===== config.mk =====
export PLATFORM = sky130hd
export DESIGN_NAME = dma_channel
export DESIGN_NICKNAME = d
export VERILOG_FILES = /design/src/rtl/dma_channel.sv
export SDC_FILE = /design/constraint.sdc
export NUM_CORES = 1
export LEC_CHECK = 0
export BUFFER_PORTS_ARGS = -buffer_cell sky130_fd_sc_hd__buf_2
export CAP_MARGIN = 20
export CORE_MARGIN = 2
export CORE_UTILIZATION = 38
export DETAILED_ROUTE_END_ITERATION = 7
export SETUP_SLACK_MARGIN = 0.2
export SLEW_MARGIN = 5
export SYNTH_ARGS = -nofsm -noshare
export SYNTH_HDL_FRONTEND = slang
export SYNTH_SLANG_ARGS = --single-unit

===== constraint.sdc =====
create_clock -name clk -period 5.4 [get_ports clk]
set_input_delay 0.27 -clock clk [delete_from_list [all_inputs] [get_ports clk]]
set_output_delay 0.27 -clock clk [all_outputs]
set_load 0.05 [all_outputs]

===== src/rtl/dma_channel.sv =====
module dma_channel #(
  parameter int AW = 16,
  parameter int CW = 16
) (
  input  logic          clk,
  input  logic          rst_n,
  input  logic          set_we,
  input  logic [AW-1:0] set_src,
  input  logic [AW-1:0] set_dst,
  input  logic [CW-1:0] set_cnt,
  input  logic          ctrl_we,
  input  logic [10:0]   ctrl_wdata,
  input  logic          trig,
  output logic          bus_valid,
  output logic          bus_we,
  output logic          bus_byte,
  output logic [AW-1:0] bus_addr,
  output logic [15:0]   bus_wdata,
  input  logic [15:0]   bus_rdata,
  input  logic          bus_ready,
  output logic [10:0]   ctrl_q,
  output logic [AW-1:0] src_q,
  output logic [AW-1:0] dst_q,
  output logic [CW-1:0] cnt_q,
  output logic          done
);

  typedef enum logic [1:0] {S_IDLE, S_RD, S_WR, S_NW} st_t;

  st_t           st;
  logic [10:0]   ctrl;
  logic [AW-1:0] src, dst, src_org, dst_org;
  logic [CW-1:0] cnt, cnt_org;
  logic [15:0]   buf_q;
  logic          rearm;

  wire en    = ctrl[0];
  wire bsz   = ctrl[1];
  wire rpt   = ctrl[2];
  wire cont  = ctrl[3];
  wire swr   = ctrl[8];
  wire rld   = ctrl[9];
  wire nullw = ctrl[10];

  wire [AW-1:0] step    = bsz ? AW'(1) : AW'(2);
  wire [CW-1:0] eff_cnt = (rearm && rld) ? cnt_org : cnt;
  wire          start   = (st == S_IDLE) && en && (trig || swr) && (eff_cnt != '0);
  wire          last    = bus_ready && ((st == S_WR && !nullw) || st == S_NW);
  wire [CW-1:0] cnt_nx  = cnt - CW'(1);

  function automatic logic [AW-1:0] stepped(input logic [AW-1:0] a, input logic [1:0] m,
                                            input logic [AW-1:0] s);
    case (m)
      2'b01:   return a + s;
      2'b10:   return a - s;
      default: return a;
    endcase
  endfunction

  assign bus_valid = (st != S_IDLE);
  assign bus_we    = (st == S_WR) || (st == S_NW);
  assign bus_byte  = bsz;
  assign bus_addr  = (st == S_WR) ? dst : src;
  assign bus_wdata = buf_q;
  assign ctrl_q    = ctrl;
  assign src_q     = src;
  assign dst_q     = dst;
  assign cnt_q     = cnt;

  always_ff @(posedge clk or negedge rst_n) begin
    if (!rst_n) begin
      st      <= S_IDLE;
      ctrl    <= '0;
      src     <= '0;
      dst     <= '0;
      cnt     <= '0;
      src_org <= '0;
      dst_org <= '0;
      cnt_org <= '0;
      buf_q   <= '0;
      rearm   <= 1'b0;
      done    <= 1'b0;
    end else begin
      done <= 1'b0;
      if (set_we) begin
        src     <= set_src;
        dst     <= set_dst;
        cnt     <= set_cnt;
        src_org <= set_src;
        dst_org <= set_dst;
        cnt_org <= set_cnt;
        rearm   <= 1'b0;
      end
      if (ctrl_we) ctrl <= ctrl_wdata;

      case (st)
        S_IDLE: if (start) begin
          if (rearm && rld) begin
            src <= src_org;
            dst <= dst_org;
            cnt <= cnt_org;
          end
          rearm <= 1'b0;
          st    <= S_RD;
        end
        S_RD: if (bus_ready) begin
          buf_q <= bsz ? {8'h00, bus_rdata[7:0]} : bus_rdata;
          st    <= S_WR;
        end
        S_WR: if (bus_ready && nullw) st <= S_NW;
        default: ;
      endcase

      if (last) begin
        src <= stepped(src, ctrl[7:6], step);
        dst <= stepped(dst, ctrl[5:4], step);
        if (cnt_nx == '0) begin
          done    <= 1'b1;
          rearm   <= 1'b1;
          cnt     <= rpt ? cnt_org : '0;
          ctrl[8] <= 1'b0;
          if (!rpt) ctrl[0] <= 1'b0;
          st      <= S_IDLE;
        end else begin
          cnt <= cnt_nx;
          if (cont) st <= S_RD;
          else begin
            ctrl[8] <= 1'b0;
            st      <= S_IDLE;
          end
        end
      end
    end
  end

endmodule


==> impl_metrics.csv <==
group,metric,value,unit
status,status,"finished clean",
critical_path,arrival,3.49,ns
place,dp_hpwl,16500,µm
power,ir_drop,0.460,mV
route,dr.pass1.iters,5,
die,io_pins,176,
synth,synthesis.area,8260,µm²
synth,synthFlopType,"dfrtp_1",
die,start_util,39.1,%
final_layout,layout_common_cells,"173 x buf_2, 127 x dfrtp_1, 80 x nand2_1",
power,powerDensity,619,nW/µm²
place,post_dp_cell_area,9330,µm²
clocking,clockRootBuffer,"clkbuf_16",
final_layout,drive_above_1_share,30.3,%
synth,synth_seq_area_share,38.5,%
synth,synth-async-reset-ratio,100,%
final_layout,final_cells,1313,
die,core,21200,µm²
critical_path,cp_slowest_cell,"buf_4",
clocking,cts_max_path_buffers,2,
timing,setup_tns,0,ns
timing,worst_slew_pin_slew,1.00,ns
critical_path,path_cells,"inv_1 > ha_1 > and2b_1 > o21ai_4 > buf_4 > o21ai_0 > o22ai_1 > a311oi_1 > a21oi_1",
critical_path,critical_path_class,"reg2reg",
route,wirelength,23100,µm
critical_path,critPathMaxFanout,48,
timing,skew,0.00806,ns
die,rows,53,
route,vias,7085,
synth,yosys_register_bits,127,
timing,rsz0062_at_grt,"no",
place,io_buffers,175,
place,dp_cells,1279,
route,drt-initial-drc-count,325,
synth,yosys_warnings,0,
final_layout,fin_area,9910,µm²
critical_path,startpoint_type,"flip-flop",
power,p_leak,4.58,nW
die,die_area,22900,µm²
clocking,clkTransAtPathRegs,0.06,ns
timing,max_freq,0.318,GHz
power,power,6.13,mW
timing,finalHoldViolCount,0,
critical_path,crit_buf_inv,2,
synth,synth_area_per_cell,9.51,µm²
clocking,h-tree-depth,4,
die,die_y,151,µm
grt,track_usage,20.6,%
grt,grt_pass1_vias,6846,
clocking,cts_buffers,17,
timing,drv_slew,0,
grt,grt_max_degree,79,
clocking,cts_tree,"yes",
critical_path,cp-end-kind,"flip-flop",
synth,syn-instance-count,869,
timing,setup_viol,0,
place,place.gp.congestion,0.867,
timing,timing.final.ws_setup,2.25,ns
die,dieWidth,151,µm
timing,slew_headroom,33.4,%
clocking,clk_latency,0.42,ns
synth,syn_nets,989,
critical_path,required,5.74,ns
worst_hold_path,hold_class,"in2reg",
timing,fin_crit,3.15,ns
final_layout,area_growth_syn_to_layout,19.9,%
clocking,post_cts_buffers,0,
grt,grt_first_pass_wirelength,36600,µm
critical_path,cp_slowest_stage_delay,0.53,ns
timing,period_share,58.3,%
route,antenna_left,0,
final_layout,mostFrequentLayoutCell,"buf_2",
clocking,cts.sinks,127,
route,wl_per_cell,17.6,µm
place,dp_slack,2.29,ns
synth,synth-edff-count,0,
run,cap_violations,0,
grt,gr-total-overflow,0,
grt,antenna_found_initial,2,
final_layout,nets,1144,
route,drc_errors,0,
critical_path,crit_family,"compound AO/OA/AOI/OAI gates",
synth,synth_cell_types,62,
route,vias_per_cell,5.40,
-- per-stage QoR --
stage	hold slack (ns)	utilization [%]
floorplan	-0.0256	-
CTS	0.0581	46.8
finish	0.0792	46.8
global route	0.0606	46.8
detailed placement	0.358	44.1
global placement	0.366	44.1
-- routing by layer --
metal,vias up,share of wire [%],track usage [%]
li1,3473,-,-
met1,3360,45,27.3
met2,231,47,33.9
met3,19,6.9,5.12
met4,2,1.1,4.77
met5,-,0.030,0
-- state kept, by name, indices dropped and copies added (netlist names) --
| signal | flops |
|---|---|
| dst_q | 16 |
| cnt_org | 16 |
| rearm | 1 |
| cnt_q | 16 |
| done | 1 |
| bus_wdata | 16 |
| src_q | 16 |
| src_org | 16 |
| st | 2 |
| dst_org | 16 |
| ctrl_q | 11 |
-- synthesized netlist by cell type (3+ instances only) --
cell type | instances | area (µm²)
buf_6 | 7 | 78.8
a311oi_1 | 8 | 70.1
xor2_1 | 13 | 114
nor4_1 | 7 | 43.8
o31ai_1 | 12 | 90.1
o21ai_0 | 72 | 360
mux2i_1 | 41 | 410
ha_1 | 37 | 463
mux2_2 | 70 | 788
o21a_1 | 3 | 22.5
and2_1 | 7 | 43.8
nand3_1 | 23 | 115
or2_2 | 5 | 31.3
clkbuf_1 | 37 | 139
nand2b_1 | 21 | 131
and3_1 | 7 | 43.8
o21bai_1 | 4 | 30.0
a21oi_1 | 39 | 195
a211o_2 | 4 | 40.0
nor2_1 | 45 | 169
a21o_1 | 6 | 45.0
a221o_2 | 4 | 45.0
a31oi_1 | 17 | 106
a211oi_1 | 16 | 120
xnor2_1 | 20 | 175
nor3_1 | 16 | 80.1
buf_1 | 5 | 18.8
nor2b_1 | 12 | 75.1
o211ai_1 | 22 | 165
nand2_1 | 80 | 300
inv_1 | 33 | 124
dfrtp_1 | 127 | 3180
nand4_1 | 7 | 43.8
a211o_1 | 4 | 35.0
-- power by group --
group          leakage, nW  switching (mW)  internal (mW)
logic                 2.78            2.32           1.06
registers             1.52           0.397           1.23
clock network        0.279           0.459          0.658
total                 4.58            3.18           2.95
-- area by class of cell --
type,instances,area (µm²)
Sequential cell,127,3180
Clock inverter,13,114
Timing Repair Buffer,187,977
Antenna cell,1,2.50
Tap cell,275,344
Multi-Input combinational cell,658,4720
Inverter,33,124
Fill cell,2075,11200
Clock buffer,19,453
-- kinds of logic (layout without fill, tap and decap cells) --
| group | Yosys count | after routing | share of synthesized area [%] |
|---|---|---|---|
| AO/OA/AOI/OAI | 228 | 228 | 17.9 |
| buffers and inverters | 84 | 252 | 4.54 |
| multiplexers | 111 | 111 | 14.5 |
| flip-flops | 127 | 127 | 38.5 |
| other | 0 | 1 | 0 |
| adder cells (fa/ha/maj) | 39 | 39 | 6.09 |
| XOR/XNOR | 33 | 33 | 3.50 |
| AND/OR/NAND/NOR | 247 | 247 | 15.0 |
-- final timing paths --
| kind | start | to | slack, ns | depth (start not counted) |
|---|---|---|---|---|
| max | st[0] | st[0] | 2.25 | 9 |
| min | ctrl_wdata[7] | ctrl_q[7] | 0.08 | 2 |
| max reg2reg | st[0] | st[0] | 2.25 | 9 |
| min reg2reg | bus_wdata[8] | bus_wdata[8] | 0.48 | 2 |
| max in group asynchronous | rst_n | src_q[4] | 3.74 | 3 |
| min in group asynchronous | rst_n | cnt_org[10] | 0.43 | 2 |
-- what timing repair did --
item,4_1_cts,5_1_grt
resized for setup,0,0
hold buffers,1,0
hold endpoints to repair,75,0
No activity file was read; power rests on OpenSTA's default activity.
